===== src/rtl/slot_gate_pkg.sv =====
package slot_gate_pkg;
  typedef enum logic [1:0] {
    SLOT_ABSENT  = 2'd0,
    SLOT_CONFIG  = 2'd1,
    SLOT_RUNNING = 2'd2,
    SLOT_PAUSED  = 2'd3
  } slotState_e;

  // strobes from control to datapath
  typedef struct packed {
    logic openWin;   // latch request, window opens next cycle
    logic closeOk;   // slot completed, capture its data
    logic closeFail; // timeout, abort or absent access: all ones
  } gateStrobe_t;
endpackage


===== src/rtl/slot_gate_ctrl.sv =====
module slot_gate_ctrl
  import slot_gate_pkg::*;
#(
  parameter int TO_W        = 16,
  parameter int DEF_TIMEOUT = 64
) (
  input  logic            clk,
  input  logic            rstN,
  input  logic            slotPresent,
  input  logic [TO_W-1:0] timeoutLimit,
  input  logic            cmdValid,
  input  logic [1:0]      cmdTarget,
  input  logic            accReq,
  input  logic            slotDone,
  output logic            busGrant,
  output logic            accReady,
  output slotState_e      stateQ,
  output logic            irqMalfunction,
  output gateStrobe_t     strobe
);
  localparam logic [TO_W-1:0] DefLimit = TO_W'(DEF_TIMEOUT);

  logic            grantQ;
  logic            presPrev;
  logic [TO_W-1:0] winCnt;
  logic [TO_W-1:0] effLimit;
  logic            accept, openOk, hit, expire, abort, cmdLegal;
  slotState_e      target;

  always_comb begin
    effLimit = (timeoutLimit == '0) ? DefLimit : timeoutLimit;
    accept   = accReq && !grantQ;
    openOk   = accept && slotPresent && (stateQ != SLOT_ABSENT);
    hit      = grantQ && slotPresent && slotDone;
    expire   = grantQ && slotPresent && !slotDone && (winCnt == effLimit - 1'b1);
    abort    = grantQ && !slotPresent;
    target   = slotState_e'(cmdTarget);
    unique case (stateQ)
      SLOT_CONFIG:  cmdLegal = (target == SLOT_RUNNING);
      SLOT_RUNNING: cmdLegal = (target == SLOT_CONFIG) || (target == SLOT_PAUSED);
      SLOT_PAUSED:  cmdLegal = (target == SLOT_RUNNING);
      default:      cmdLegal = 1'b0;
    endcase
    strobe.openWin   = openOk;
    strobe.closeOk   = hit;
    strobe.closeFail = expire || abort || (accept && !openOk);
  end

  always_ff @(posedge clk) begin
    if (!rstN) begin
      stateQ         <= SLOT_ABSENT;
      presPrev       <= 1'b0;
      grantQ         <= 1'b0;
      winCnt         <= '0;
      irqMalfunction <= 1'b0;
    end else begin
      presPrev       <= slotPresent;
      irqMalfunction <= expire;

      if (!slotPresent || expire)            stateQ <= SLOT_ABSENT;
      else if (!presPrev)                    stateQ <= SLOT_CONFIG;
      else if (cmdValid && cmdLegal)         stateQ <= target;

      if (openOk) begin
        grantQ <= 1'b1;
        winCnt <= '0;
      end else if (hit || expire || abort) begin
        grantQ <= 1'b0;
      end else if (grantQ) begin
        winCnt <= winCnt + 1'b1;
      end
    end
  end

  assign busGrant = grantQ;
  assign accReady = !grantQ;
endmodule


===== src/rtl/slot_gate_dp.sv =====
module slot_gate_dp
  import slot_gate_pkg::*;
#(
  parameter int AW   = 16,
  parameter int DW   = 32,
  parameter int IF_W = 4
) (
  input  logic            clk,
  input  logic            rstN,
  input  gateStrobe_t     strobe,
  input  logic            busGrant,
  input  slotState_e      stateQ,
  input  logic            accWe,
  input  logic [AW-1:0]   accAddr,
  input  logic [DW-1:0]   accWdata,
  input  logic [DW-1:0]   slotRdata,
  input  logic [IF_W-1:0] reqIfMask,
  output logic            accDone,
  output logic [DW-1:0]   accRdata,
  output logic            busWe,
  output logic [AW-1:0]   busAddr,
  output logic [DW-1:0]   busWdata,
  output logic [IF_W-1:0] ifEnable
);
  logic          reqWe;
  logic [AW-1:0] reqAddr;
  logic [DW-1:0] reqWdata;

  always_ff @(posedge clk) begin
    if (!rstN) begin
      reqWe    <= 1'b0;
      reqAddr  <= '0;
      reqWdata <= '0;
      accDone  <= 1'b0;
      accRdata <= '0;
    end else begin
      accDone <= strobe.closeOk || strobe.closeFail;
      if (strobe.openWin) begin
        reqWe    <= accWe;
        reqAddr  <= accAddr;
        reqWdata <= accWdata;
      end
      if (strobe.closeOk)        accRdata <= slotRdata;
      else if (strobe.closeFail) accRdata <= '1;
    end
  end

  always_comb begin
    busWe    = busGrant && reqWe;
    busAddr  = busGrant ? reqAddr : '0;
    busWdata = busGrant ? reqWdata : '0;
    ifEnable = (stateQ == SLOT_RUNNING) ? reqIfMask : '0;
  end
endmodule


===== src/rtl/slot_gatekeeper.sv =====
module slot_gatekeeper
  import slot_gate_pkg::*;
#(
  parameter int AW          = 16,
  parameter int DW          = 32,
  parameter int IF_W        = 4,
  parameter int TO_W        = 16,
  parameter int DEF_TIMEOUT = 64
) (
  input  logic            clk,
  input  logic            rstN,
  input  logic            slotPresent,
  input  logic [TO_W-1:0] timeoutLimit,
  input  logic            cmdValid,
  input  logic [1:0]      cmdTarget,
  input  logic [IF_W-1:0] reqIfMask,
  input  logic            accReq,
  input  logic            accWe,
  input  logic [AW-1:0]   accAddr,
  input  logic [DW-1:0]   accWdata,
  output logic            accReady,
  output logic            accDone,
  output logic [DW-1:0]   accRdata,
  output logic            busGrant,
  output logic            busWe,
  output logic [AW-1:0]   busAddr,
  output logic [DW-1:0]   busWdata,
  input  logic            slotDone,
  input  logic [DW-1:0]   slotRdata,
  output logic [IF_W-1:0] ifEnable,
  output logic [1:0]      slotState,
  output logic            irqMalfunction
);
  gateStrobe_t strobe;
  slotState_e  stateQ;

  slot_gate_ctrl #(.TO_W(TO_W), .DEF_TIMEOUT(DEF_TIMEOUT)) u_ctrl (
    .clk(clk), .rstN(rstN), .slotPresent(slotPresent), .timeoutLimit(timeoutLimit),
    .cmdValid(cmdValid), .cmdTarget(cmdTarget), .accReq(accReq), .slotDone(slotDone),
    .busGrant(busGrant), .accReady(accReady), .stateQ(stateQ),
    .irqMalfunction(irqMalfunction), .strobe(strobe)
  );

  slot_gate_dp #(.AW(AW), .DW(DW), .IF_W(IF_W)) u_dp (
    .clk(clk), .rstN(rstN), .strobe(strobe), .busGrant(busGrant), .stateQ(stateQ),
    .accWe(accWe), .accAddr(accAddr), .accWdata(accWdata), .slotRdata(slotRdata),
    .reqIfMask(reqIfMask), .accDone(accDone), .accRdata(accRdata), .busWe(busWe),
    .busAddr(busAddr), .busWdata(busWdata), .ifEnable(ifEnable)
  );

  assign slotState = stateQ;
endmodule


===== config.mk =====
export PLATFORM = sky130hd
export DESIGN_NAME = slot_gatekeeper
export DESIGN_NICKNAME = d
export VERILOG_FILES = /design/src/rtl/slot_gate_pkg.sv /design/src/rtl/slot_gate_ctrl.sv /design/src/rtl/slot_gate_dp.sv /design/src/rtl/slot_gatekeeper.sv
export SDC_FILE = /design/constraint.sdc
export NUM_CORES = 1
export LEC_CHECK = 0
export ABC_AREA = 1
export ABC_CLOCK_PERIOD_IN_PS = 5700
export CAP_MARGIN = 30
export CORE_MARGIN = 1.5
export CORE_UTILIZATION = 49
export DETAILED_ROUTE_END_ITERATION = 7
export PLACE_DENSITY = 0.87
export SETUP_SLACK_MARGIN = 0.5
export SYNTH_ARGS = -nofsm -noshare
export SYNTH_HDL_FRONTEND = slang
export SYNTH_SLANG_ARGS = --single-unit

===== constraint.sdc =====
create_clock -name clk -period 5.7 [get_ports clk]
set_input_delay 1.14 -clock clk [delete_from_list [all_inputs] [get_ports clk]]
set_output_delay 1.14 -clock clk [all_outputs]
set_load 0.01 [all_outputs]

==> run_summary.xml <==
<?xml version="1.0" encoding="UTF-8"?>
<metrics>
  <group name="status">
    <metric name="run_status" unit="">finished clean</metric>
  </group>
  <group name="global_route">
    <metric name="grt_use_total" unit="%">27.0</metric>
    <metric name="antenna_found_initial" unit="">0</metric>
    <metric name="first_global_vias" unit="">5340</metric>
    <metric name="globalRoute.totalOverflow" unit="">0</metric>
    <metric name="grt_start_max_net_pins" unit="">54</metric>
    <metric name="first_pass_grt_wire_length" unit="µm">25000</metric>
  </group>
  <group name="timing">
    <metric name="fin_crit_sh" unit="%">68.8</metric>
    <metric name="hold_vio_cnt_final" unit="">0</metric>
    <metric name="timing_worst_slew_pin_value" unit="ns">1.01</metric>
    <metric name="period_needed" unit="ns">3.92</metric>
    <metric name="timing.fmax" unit="GHz">0.255</metric>
    <metric name="setup_repair_after_global_routing_missed_its_margin" unit="">no</metric>
    <metric name="hold_ws" unit="ns">0.453</metric>
    <metric name="finClkSkew" unit="ns">0.0121</metric>
    <metric name="finalMaxSlewViolations" unit="">0</metric>
    <metric name="timing.final.setup_violations" unit="">0</metric>
    <metric name="relSlewSlack" unit="%">32.6</metric>
    <metric name="tns" unit="ns">0</metric>
  </group>
  <group name="yosys">
    <metric name="synthesis.nets" unit="">929</metric>
    <metric name="synth.yosys.seq_area_share" unit="%">37.9</metric>
    <metric name="syn_inst" unit="">817</metric>
    <metric name="ys_warns" unit="">0</metric>
    <metric name="synth_top_area_share" unit="%">37.9</metric>
    <metric name="ys_ff_latch" unit="">103</metric>
    <metric name="netlist_area" unit="µm²">5450</metric>
    <metric name="synth_top_cell_by_area" unit="">dfxtp_1</metric>
    <metric name="synthTopCellsByArea" unit="">dfxtp_1 (38%), nor2_1 (9.7%), nand2_1 (9.5%), inv_1 (9.1%), o21ai_0 (8.0%)</metric>
    <metric name="postSynthAreaPerCell" unit="µm²">6.67</metric>
    <metric name="synth.distinct_cells" unit="">30</metric>
  </group>
  <group name="placement">
    <metric name="detailedPlacementHpwl" unit="µm">11400</metric>
    <metric name="io_buffers" unit="">199</metric>
    <metric name="globalplace.congestion" unit="">0.919</metric>
  </group>
  <group name="hold_path">
    <metric name="hold_path.class" unit="">reg2reg</metric>
    <metric name="hold_path_startpoint" unit="">u_dp.accRdata[29]</metric>
  </group>
  <group name="clocking">
    <metric name="cts.htree.levels" unit="">3</metric>
    <metric name="clock-sinks" unit="">103</metric>
    <metric name="ctsRootBufferMaster" unit="">clkbuf_8</metric>
    <metric name="postCtsSetupRepairBufs" unit="">0</metric>
    <metric name="path_clk_slew" unit="ns">0.10</metric>
    <metric name="worstSkewPairLatency" unit="ns">0.36</metric>
    <metric name="postCtsResizedCells" unit="">0</metric>
    <metric name="post_cts_hold_buffer_count" unit="">0</metric>
    <metric name="clock_path_buffers" unit="">2</metric>
    <metric name="tritoncts" unit="">yes</metric>
    <metric name="cts_buffers" unit="">9</metric>
  </group>
  <group name="critical_path">
    <metric name="critPathArrivalTime" unit="ns">4.21</metric>
    <metric name="timing.critical_path.required" unit="ns">5.99</metric>
    <metric name="critical_path.endpoint_type" unit="">flop</metric>
    <metric name="crit_fanout" unit="">33</metric>
    <metric name="timing.setup.critical_path_class" unit="">in2reg</metric>
    <metric name="crit_start" unit="">timeoutLimit[0]</metric>
    <metric name="setup.reg_to_reg.worst_slack" unit="ns">3.08</metric>
    <metric name="reg2reg_from" unit="">u_ctrl.winCnt[2]</metric>
    <metric name="setup.worst_path.start_class" unit="">primary input</metric>
  </group>
  <group name="die">
    <metric name="ios" unit="">200</metric>
    <metric name="std_cell_rows" unit="">38</metric>
    <metric name="initial_core_util" unit="%">50.3</metric>
    <metric name="floorplan.die_area" unit="µm²">11800</metric>
    <metric name="core_area" unit="µm²">10800</metric>
    <metric name="die_h" unit="µm">108</metric>
    <metric name="die_x" unit="µm">108</metric>
  </group>
  <group name="drt">
    <metric name="routed_wl" unit="µm">15500</metric>
    <metric name="drc" unit="">0</metric>
    <metric name="final_antenna_net_count" unit="">0</metric>
    <metric name="route.detailed.wl_per_inst" unit="µm">13.7</metric>
    <metric name="detailedRoute.firstPassIterationCount" unit="">4</metric>
    <metric name="detailedRoute.firstIterationViolations" unit="">274</metric>
    <metric name="vias_post_dr" unit="">5626</metric>
    <metric name="via_per_inst" unit="">4.94</metric>
  </group>
  <group name="cells_and_area">
    <metric name="antenna_cells" unit="">0</metric>
    <metric name="final.fill_count" unit="">902</metric>
    <metric name="drive_gt1_share" unit="%">6.41</metric>
    <metric name="fin_nets" unit="">1107</metric>
    <metric name="area_growth_syn_to_layout" unit="%">40.9</metric>
  </group>
  <group name="run">
    <metric name="maxCapViolCount" unit="">0</metric>
  </group>
  <group name="power">
    <metric name="irDropWorstVdd" unit="mV">0.172</metric>
    <metric name="power_density" unit="nW/µm²">198</metric>
    <metric name="total_leakage_power" unit="nW">3.32</metric>
  </group>
</metrics>
==> worst paths after layout <==
check,to,depth (start not counted)
setup reg to reg,u_dp.accRdata[30],10
hold / removal,u_dp.accRdata[29],2
hold reg to reg,u_dp.accRdata[29],2
setup / recovery,u_dp.accRdata[30],17
==> metal layers <==
layer / vias to the layer above / part of all wire (%) / GRT usage (%)
li1: 2900 / - / -
met1: 2516 / 41 / 31.7
met2: 169 / 48 / 45.7
met3: 41 / 7.1 / 7.17
met4: 0 / 3.8 / 12.9
met5: - / 0 / 0
==> critical path: stages <==
cell and delay, ns:
clkdlybuf4s50_1 0.43, inv_1 0.11, ha_1 0.18, inv_1 0.05
nor2_1 0.11, nand2_1 0.06, nor2_1 0.08, nand2_1 0.24
nand2_1 0.15, nand2_2 0.10, o21bai_1 0.17, nand2_1 0.07
nor2_1 0.10, nand3_1 0.13, o21bai_4 0.42, nand2_4 0.41
a21oi_1 0.23
==> where the power goes <==
group | switching [W] | internal, W | total (W) | leakage (nW)
Combinational | 0.000118 | 0.000139 | 0.000256 | 2.37
Sequential | 0.0000166 | 0.000751 | 0.000768 | 0.844
Clock | 0.000249 | 0.000245 | 0.000494 | 0.106
Total | 0.000383 | 0.00114 | 0.00152 | 3.32
==> area by class of cell <==
cell class              count  area (µm²)  share of cell area (%)
multi-input cells         544        2710                    35.3
flip-flops and latches    103        2060                    26.9
repair buffers            204        2020                    26.4
inverters                 133         499                    6.50
well taps                 140         175                    2.28
clock buffers               9         124                    1.61
clock inverters             5        82.6                    1.08
==> metrics by stage <==
stage / cells / instance area, µm² / setup WS, ns / utilization (%) / total power [W]
after detailed placement: 1124 / 7470 / 1.38 / 68.9 / 0.00104
after CTS: 1138 / 7680 / 1.76 / 70.8 / 0.00152
final: 1138 / 7680 / 1.78 / 70.8 / 0.00152
after global placement: 1124 / 7470 / 1.45 / 68.9 / 0.00103
after global routing: 1138 / 7680 / 1.38 / 70.8 / 0.00158
after floorplan: 817 / 5450 / 2.68 / - / 0.000898
==> kinds of logic after synthesis <==
logic type	count (synthesis)	synth area share, %
adder cells (fa/ha/maj)	3	0.689
flip-flops	103	37.9
AO/OA/AOI/OAI	146	16.1
buffers and inverters	170	12.4
XOR/XNOR	28	4.50
AND/OR/NAND/NOR	367	28.4
==> flip-flops by register name, indices dropped and copies added (netlist names) <==
| name | count |
|---|---|
| u_ctrl.busGrant | 1 |
| u_ctrl.irqMalfunction | 1 |
| u_ctrl.presPrev | 1 |
| u_ctrl.stateQ | 2 |
| u_ctrl.winCnt | 16 |
| u_dp.accDone | 1 |
| u_dp.accRdata | 32 |
| u_dp.reqAddr | 16 |
| u_dp.reqWdata | 32 |
| u_dp.reqWe | 1 |
==> layout by cell type (no fill, tap or decap), types with 2 or more instances in the layout <==
cell / instances
nand2_2: 3
nor2_4: 4
inv_6: 2
nand3_1: 48
nor4_1: 3
a21oi_1: 23
nor2_1: 141
nand4_1: 10
xor2_1: 17
nor2_2: 3
buf_4: 5
bufinv_16: 2
a21oi_2: 29
xnor2_1: 11
dfxtp_1: 102
inv_1: 132
o21bai_1: 4
ha_1: 3
nand2_1: 138
nor3_1: 13
clkbuf_8: 9
clkdlybuf4s50_1: 198
o21ai_0: 87
==> synth_stat cells, drive strengths merged <==
| cell | count |
|---|---|
| clkbuf | 27 |
| nand3b | 1 |
| buf | 10 |
| and3 | 1 |
| dfxtp | 103 |
| nor4 | 3 |
| o21bai | 5 |
| or2 | 1 |
| nand2 | 142 |
| nand3 | 48 |
| nor3 | 13 |
| o21ai | 87 |
| nor2 | 148 |
| ha | 3 |
| xor2 | 17 |
| nand4 | 10 |
| inv | 133 |
| xnor2 | 11 |
| o21a | 1 |
| a21oi | 53 |
Power figures use the tool's default switching activity.
